## src/rtl/ide_irq_pkg.sv

```systemverilog
package ide_irq_pkg;
  localparam int ADDR_W = 8;
  localparam int DATA_W = 8;
  localparam int NUM_CH = 2;

  localparam logic [ADDR_W-1:0] OFF_CFG  = 8'h50;
  localparam logic [ADDR_W-1:0] OFF_PEN  = 8'h51;
  localparam logic [ADDR_W-1:0] OFF_CH1  = 8'h57;
  localparam logic [ADDR_W-1:0] OFF_MODE = 8'h71;
  localparam logic [ADDR_W-1:0] OFF_CBL  = 8'h79;

  localparam int CFG_PEND0_BIT  = 2;
  localparam int CH1_PEND_BIT   = 4;
  localparam int CH1_RA_LSB     = 2;
  localparam int PEN_LSB        = 2;
  localparam int MODE_PEND_LSB  = 2;
  localparam int MODE_ROUTE_LSB = 4;
  localparam int MODE_MRL_BIT   = 1;
endpackage

```

## src/rtl/ide_sync.sv

```systemverilog
module ide_sync #(
  parameter int STAGES = 2,
  parameter int WIDTH  = 1
) (
  input  logic             clk,
  input  logic             rst_n,
  input  logic [WIDTH-1:0] din,
  output logic [WIDTH-1:0] dout
);
  logic [WIDTH-1:0] stage_q [STAGES];
  logic [WIDTH-1:0] stage_d [STAGES];

  always_comb begin
    stage_d[0] = din;
    for (int i = 1; i < STAGES; i++) stage_d[i] = stage_q[i-1];
  end

  always_ff @(posedge clk or negedge rst_n) begin
    if (!rst_n) begin
      for (int i = 0; i < STAGES; i++) stage_q[i] <= '0;
    end else begin
      for (int i = 0; i < STAGES; i++) stage_q[i] <= stage_d[i];
    end
  end

  assign dout = stage_q[STAGES-1];
endmodule

```

## src/rtl/ide_sync_edge.sv

```systemverilog
module ide_sync_edge #(
  parameter int STAGES = 2
) (
  input  logic clk,
  input  logic rst_n,
  input  logic din,
  output logic rise
);
  logic synced;
  logic prev_q;
  logic prev_d;

  ide_sync #(.STAGES(STAGES), .WIDTH(1)) u_sync (
    .clk  (clk),
    .rst_n(rst_n),
    .din  (din),
    .dout (synced)
  );

  always_comb prev_d = synced;

  always_ff @(posedge clk or negedge rst_n) begin
    if (!rst_n) prev_q <= 1'b0;
    else        prev_q <= prev_d;
  end

  assign rise = synced & ~prev_q;
endmodule

```

## src/rtl/ide_pend_flag.sv

```systemverilog
module ide_pend_flag (
  input  logic clk,
  input  logic rst_n,
  input  logic set_i,
  input  logic clr_i,
  output logic pend_o
);
  logic pend_q;
  logic pend_d;

  // set has priority over a clear in the same cycle
  always_comb pend_d = set_i | (pend_q & ~clr_i);

  always_ff @(posedge clk or negedge rst_n) begin
    if (!rst_n) pend_q <= 1'b0;
    else        pend_q <= pend_d;
  end

  assign pend_o = pend_q;
endmodule

```

## src/rtl/ide_reg_file.sv

```systemverilog
module ide_reg_file
  import ide_irq_pkg::*;
(
  input  logic              clk,
  input  logic              rst_n,
  input  logic [ADDR_W-1:0] addr,
  input  logic              wr,
  input  logic              rd,
  input  logic [DATA_W-1:0] wdata,
  input  logic [NUM_CH-1:0] pend,
  input  logic [NUM_CH-1:0] cable,
  output logic [DATA_W-1:0] rdata,
  output logic [NUM_CH-1:0] port_en,
  output logic [NUM_CH-1:0] clr
);
  logic [NUM_CH-1:0] pen_q, pen_d;
  logic [1:0]        ra_q, ra_d;
  logic [1:0]        route_q, route_d;
  logic              mrl_q, mrl_d;

  logic wr_pen, wr_ch1, wr_mode;
  logic rd_cfg, rd_ch1;

  always_comb begin
    wr_pen  = wr && (addr == OFF_PEN);
    wr_ch1  = wr && (addr == OFF_CH1);
    wr_mode = wr && (addr == OFF_MODE);
    rd_cfg  = rd && (addr == OFF_CFG);
    rd_ch1  = rd && (addr == OFF_CH1);
  end

  // next state with explicit enables
  always_comb begin
    pen_d   = pen_q;
    ra_d    = ra_q;
    route_d = route_q;
    mrl_d   = mrl_q;
    if (wr_pen)  pen_d   = wdata[PEN_LSB +: NUM_CH];
    if (wr_ch1)  ra_d    = wdata[CH1_RA_LSB +: 2];
    if (wr_mode) begin
      route_d = wdata[MODE_ROUTE_LSB +: 2];
      mrl_d   = wdata[MODE_MRL_BIT];
    end
  end

  always_ff @(posedge clk or negedge rst_n) begin
    if (!rst_n) begin
      pen_q   <= '0;
      ra_q    <= '0;
      route_q <= '0;
      mrl_q   <= 1'b0;
    end else begin
      pen_q   <= pen_d;
      ra_q    <= ra_d;
      route_q <= route_d;
      mrl_q   <= mrl_d;
    end
  end

  // clear strobes: legacy view clears on read, mode view on written ones
  always_comb begin
    clr[0] = rd_cfg || (wr_mode && wdata[MODE_PEND_LSB]);
    clr[1] = rd_ch1 || (wr_mode && wdata[MODE_PEND_LSB+1]);
  end

  always_comb begin
    rdata = '0;
    case (addr)
      OFF_CFG:  rdata[CFG_PEND0_BIT] = pend[0];
      OFF_PEN:  rdata[PEN_LSB +: NUM_CH] = pen_q;
      OFF_CH1: begin
        rdata[CH1_PEND_BIT]     = pend[1];
        rdata[CH1_RA_LSB +: 2]  = ra_q;
      end
      OFF_MODE: begin
        rdata[MODE_ROUTE_LSB +: 2]     = route_q;
        rdata[MODE_PEND_LSB +: NUM_CH] = pend;
        rdata[MODE_MRL_BIT]            = mrl_q;
      end
      OFF_CBL:  rdata[NUM_CH-1:0] = cable;
      default:  rdata = '0;
    endcase
  end

  assign port_en = pen_q;
endmodule

```

## src/rtl/ide_irq_regs.sv

```systemverilog
module ide_irq_regs
  import ide_irq_pkg::*;
#(
  parameter int SYNC_STAGES = 2
) (
  input  logic              clk,
  input  logic              rst_n,
  input  logic [ADDR_W-1:0] reg_addr,
  input  logic              reg_wr,
  input  logic              reg_rd,
  input  logic [DATA_W-1:0] reg_wdata,
  output logic [DATA_W-1:0] reg_rdata,
  input  logic [NUM_CH-1:0] dev_irq,
  input  logic [NUM_CH-1:0] cbl_80,
  output logic              irq_out
);
  logic [NUM_CH-1:0] ch_rise;
  logic [NUM_CH-1:0] ch_set;
  logic [NUM_CH-1:0] ch_clr;
  logic [NUM_CH-1:0] pend_q;
  logic [NUM_CH-1:0] port_en;
  logic [NUM_CH-1:0] cable_s;

  for (genvar c = 0; c < NUM_CH; c++) begin : g_ch
    ide_sync_edge #(.STAGES(SYNC_STAGES)) u_edge (
      .clk  (clk),
      .rst_n(rst_n),
      .din  (dev_irq[c]),
      .rise (ch_rise[c])
    );

    assign ch_set[c] = ch_rise[c] & port_en[c];

    ide_pend_flag u_flag (
      .clk   (clk),
      .rst_n (rst_n),
      .set_i (ch_set[c]),
      .clr_i (ch_clr[c]),
      .pend_o(pend_q[c])
    );
  end

  ide_sync #(.STAGES(SYNC_STAGES), .WIDTH(NUM_CH)) u_cbl_sync (
    .clk  (clk),
    .rst_n(rst_n),
    .din  (cbl_80),
    .dout (cable_s)
  );

  ide_reg_file u_regs (
    .clk    (clk),
    .rst_n  (rst_n),
    .addr   (reg_addr),
    .wr     (reg_wr),
    .rd     (reg_rd),
    .wdata  (reg_wdata),
    .pend   (pend_q),
    .cable  (cable_s),
    .rdata  (reg_rdata),
    .port_en(port_en),
    .clr    (ch_clr)
  );

  assign irq_out = |(pend_q & port_en);
endmodule

```

## config.mk

```make
export PLATFORM = sky130hd
export DESIGN_NAME = ide_irq_regs
export DESIGN_NICKNAME = d
export VERILOG_FILES = /design/src/rtl/ide_irq_pkg.sv /design/src/rtl/ide_sync.sv /design/src/rtl/ide_sync_edge.sv /design/src/rtl/ide_pend_flag.sv /design/src/rtl/ide_reg_file.sv /design/src/rtl/ide_irq_regs.sv
export SDC_FILE = /design/constraint.sdc
export NUM_CORES = 1
export LEC_CHECK = 0
export ABC_AREA = 0
export BUFFER_PORTS_ARGS = -buffer_cell sky130_fd_sc_hd__buf_4
export CAP_MARGIN = 10
export CORE_ASPECT_RATIO = 0.8
export CORE_MARGIN = 2
export CORE_UTILIZATION = 35
export CTS_CLUSTER_DIAMETER = 80
export DETAILED_ROUTE_END_ITERATION = 7
export GPL_ROUTABILITY_DRIVEN = 0
export PLACE_DENSITY = 0.64
export SLEW_MARGIN = 20
export SYNTH_ARGS = -nofsm -noshare
export SYNTH_HDL_FRONTEND = slang
export SYNTH_HIERARCHICAL = 1
export SYNTH_SLANG_ARGS = --single-unit
```

## constraint.sdc

```tcl
create_clock -name clk -period 2.72 [get_ports clk]
set_input_delay 0.408 -clock clk [delete_from_list [all_inputs] [get_ports clk]]
set_output_delay 0.408 -clock clk [all_outputs]
set_load 0.005 [all_outputs]
```

**Word level (Yosys, flattened, before mapping)**

Index checks and enable logic that the tools add are counted.

- Flip-flop bits (word level): 19
- Bits of input ports: 24
- Output and inout bits: 9
- Logic and storage cells: 49

- Equality and inequality tests: 5
- Mux-type cells: 6
- Bitwise operators: 13
- Reductions and logical operators: 11

Operators by type and width:

| operator | count |
|---|---|
| == test 8 x 7 -> 1 bit (second input constant) | 5 |
| logical AND 1 bit | 7 |
| AND 1 bit | 6 |
| one-hot mux 1 bit (3 select lines) | 2 |
| inverter 1 bit | 4 |
| one-hot mux 1 bit (2 select lines) | 2 |
| OR reduction 2 bit | 2 |
| AND 2 bit | 1 |
| logical OR 1 bit | 2 |
| two-way mux 1 bit | 2 |
| OR 1 bit | 2 |

**Longest topological paths before layout**

- Depth after elaboration: 7
- Gate-level depth with buffers: 6

**Cells and area by module**

Netlist, hierarchy kept.

By module, submodules not included:

| module | instances | cells an instance | area an instance (um^2) | sequential area each (um^2) |
|---|---|---|---|---|
| ide_reg_file | 1 | 49 | 528.0 | 175.2 |
| ide_sync (g_ch[0].u_edge.u_sync ...) | 2 | 2 | 50.0 | 50.0 |
| ide_sync (u_cbl_sync) | 1 | 4 | 100.1 | 100.1 |
| ide_sync_edge | 2 | 2 | 38.8 | 25.0 |
| ide_pend_flag | 2 | 3 | 36.3 | 25.0 |
| ide_irq_regs | 1 | 3 | 21.3 | 0.0 |

**Worst setup path before layout**

Ideal clock, no wire load.

- Kind: input to output
- Start: in reg_addr[5]
- End: out reg_rdata[3]
- Arrival time: 1.233 ns
- Required time: 2.312 ns
- Path slack: 1.079 ns
- Cell stages on the path: 4
- Path through: and4b_1 -> clkbuf_1 -> a22o_1 -> a22o_2

- Cells in the longest elaborated chain, start to end: 2
- Elaborated cells between the ends (all ways): 4
- Classes of those cells: eq/ne: 3; mux: 1

Ends and longest elaborated chain:

| item | line | RTL |
|---|---|---|
| start, declared | ide_irq_regs.sv:8 | `input logic [ADDR_W-1:0] reg_addr,` |
| == test 8 x 7 -> 1 bit | ide_reg_file.sv:68 | `case (addr)` |
| one-hot mux 1 bit (3 select lines) * | ide_reg_file.sv:68 |  |
| end, declared | ide_irq_regs.sv:12 | `output logic [DATA_W-1:0] reg_rdata,` |

Every way passes the cells marked *; elsewhere a longest branch is shown, timed or not.

**Worst setup path after layout**

Ends and elaborated chain as after synthesis.

==> flow_summary.json <==
{
  "worst-path-buf-inv": 2,
  "p_leak_nw": 0.584,
  "synth_top_area_share": 0.529,
  "crit_chain": "buf_4, and4b_1, a22o_1, a22o_2, buf_4",
  "drc": 0,
  "vias": 643,
  "worstSetupStartpointType": "input port",
  "slew_viol_final": 0,
  "first_pass_iters": 2,
  "ys_async_sr_fraction": 1.00,
  "clk_pin_slew_ns": 0.11,
  "run_status": "complete, no violations",
  "fin_util": 0.480,
  "max_freq_mhz": 533,
  "synth_top_area_cell": "dfrtp_1",
  "cp_top_family": "compound AO/OA/AOI/OAI gates",
  "critPathArrivalTime_ns": 1.47,
  "dieArea_um2": 2990,
  "rsz0062_at_grt": "no",
  "ys_seq_area_frac": 0.529,
  "wl_per_cell_um": 13.6,
  "cp_max_fo": 6,
  "period_share": 0.689,
  "cp_slowest_cell": "and4b_1",
  "cts_root_buffer": "clkbuf_4",
  "reg2regPathDepth": 3,
  "ios": 33,
  "hold_path_depth": 1,
  "clock_latency_ns": 0.31,
  "ys_top_cells_by_count": "19 x dfrtp_1, 5 x inv_1, 4 x nor2_1, 3 x and3_2, 3 x mux2_4",
  "drive_gt1_frac": 0.460,
  "viasPerCell": 4.73,
  "area_growth_pct": 30.3,
  "crit_type": "in2out",
  "clock_skew_ns": 0.0122,
  "chipWidth_um": 60.7,
  "cts_tree": "built",
  "wirelength_um": 1850,
  "synth_most_common_cell": "dfrtp_1",
  "num_rows": 16,
  "r2r_slack_ns": 1.83,
  "diodes": 0,
  "first_iter_violations": 19,
  "hold_viol": 0,
  "synth_flop_cell": "dfrtp_1",
  "nNetsFinal": 125,
  "grt_pass1_vias": 656,
  "hold_slack_ns": 0.207,
  "antenna_found_initial": 0,
  "power.total_mw": 0.536,
  "yosysWarnings": 6,
  "grt_max_degree": 20,
  "ant_nets": 0,
  "power_density_nw_per_um2": 457,
  "path_depth": 5,
  "start_util": 0.368,
  "synth_edf_count": 0,
  "synth.distinct_cells": 31,
  "h-tree-depth": 1,
  "io_buffers": 27,
  "slowest_delay_ns": 0.29,
  "required_ns": 2.31,
  "numCtsBuffers": 3,
  "cp_common_cell": "buf_4",
  "postCtsSetupRepairBufs": 0,
  "fp.dieH_um": 49.3,
  "setup_viol": 0,
  "synth.cell_area_um2": 900,
  "synth.area.top_cells": "dfrtp_1 53%, mux2_4 5.0%, nor2b_4 3.1%, nor4b_4 2.6%, and3_2 2.5%",
  "max-vdd-ir-drop_mv": 0.392,
  "yosys_register_bits": 19,
  "core_area_um2": 2440,
  "syn_area_per_cell_um2": 12.9,
  "grtUsageTotal": 0.137,
  "fin_setup_tns_ns": 0,
  "cts_buffer_depth": 2,
  "min_path_type": "in2reg",
  "layout_min_cycle_time_ns": 1.88,
  "grt_first_pass_wirelength_um": 3010,
  "syn_inst": 70,
  "cp-end-kind": "output pin",
  "cts_sinks": 19,
  "max_cap_violations": 0,
  "grt-ovfl-total": 0
}
-- state kept, by name, summed over array words and instances (netlist names) --
register / flops
u_regs/route_q: 2
u_cbl_sync/stage_d: 2
u_regs/port_en: 2
g_ch.u_edge/u_sync/dout: 2
g_ch.u_flag/pend_o: 2
g_ch.u_edge/prev_q: 2
g_ch.u_edge/u_sync/stage_d: 2
u_cbl_sync/dout: 2
u_regs/mrl_q: 1
u_regs/ra_q: 2
-- per-layer routing --
| layer | vias up | wire length (um) | GRT usage |
|---|---|---|---|
| met4 | 0 | 0 | 0.0109 |
| met3 | 0 | 135 | 0.0610 |
| met5 | - | 0 | 0 |
| met1 | 310 | 830 | 0.168 |
| li1 | 309 | - | - |
| met2 | 24 | 889 | 0.229 |
-- layout by cell type (no fill, tap or decap), types with 2 or more instances in the layout --
cell type,instances
a21o_1,2
conb_1,2
mux2i_1,2
nor2b_4,2
clkbuf_4,3
mux2_1,2
inv_1,5
a22o_1,2
and3_2,3
nand4_1,2
mux2_4,3
buf_4,27
mux2_2,2
nor2_1,4
and2_1,2
nand3_1,2
dfrtp_1,19
-- layout make-up --
class / count / area (um^2)
Multi-Input combinational cell: 44 / 390
Clock inverter: 1 / 7.51
Timing Repair Buffer: 28 / 213
Fill cell: 247 / 1270
Inverter: 5 / 18.8
Clock buffer: 3 / 22.5
Sequential cell: 19 / 475
Tap cell: 36 / 45.0
-- path summary, 6_finish.rpt --
path	endpoint	from
worst max-delay path	reg_rdata[3]	reg_addr[5]
worst min-delay path	g_ch[0].u_edge/u_sync/stage_d[0]$_DFF_PN0_	dev_irq[0]
worst max register to register	g_ch[1].u_flag/pend_o$_DFF_PN0_	g_ch[1].u_edge/u_sync/dout$_DFF_PN0_
worst min register to register	g_ch[1].u_edge/u_sync/dout$_DFF_PN0_	g_ch[1].u_edge/u_sync/stage_d[0]$_DFF_PN0_
max in group asynchronous	g_ch[0].u_edge/u_sync/stage_d[0]$_DFF_PN0_	rst_n
min in group asynchronous	g_ch[1].u_flag/pend_o$_DFF_PN0_	rst_n
-- logic make-up after synthesis --
| family | Yosys count | share of synthesized area |
|---|---|---|
| simple gates | 23 | 0.213 |
| buf+inv | 8 | 0.0417 |
| mux | 9 | 0.122 |
| other cells | 1 | 0.00417 |
| flops | 19 | 0.529 |
| compound gates | 10 | 0.0904 |
-- what timing repair did --
action,in CTS,in global routing
resized for setup,0,0
hold buffers,1,0
endpoints found under the hold margin,19,0
-- worst reg2reg max path: cells and delay by family (launching register included) --
family / cells / cell delay [ns]
DFF: 1 / 0.39
and+or+nand+nor: 2 / 0.27
AOI/OAI and AO/OA: 1 / 0.15
-- per-stage QoR --
stage / std cells / setup slack [ns] / instance area [um^2]
final: 136 / 0.845 / 1170
after global routing: 136 / 0.806 / 1170
after CTS: 136 / 0.846 / 1170
after detailed placement: 131 / 0.849 / 1130
after global placement: 131 / 0.873 / 1130
after floorplan: 71 / 1.08 / 903
-- power by group --
group	internal [mW]	total, mW	switching, mW
clock network	0.0560	0.152	0.0956
registers	0.303	0.318	0.0155
logic	0.0391	0.0665	0.0274
(Power assumes the default switching activity.)
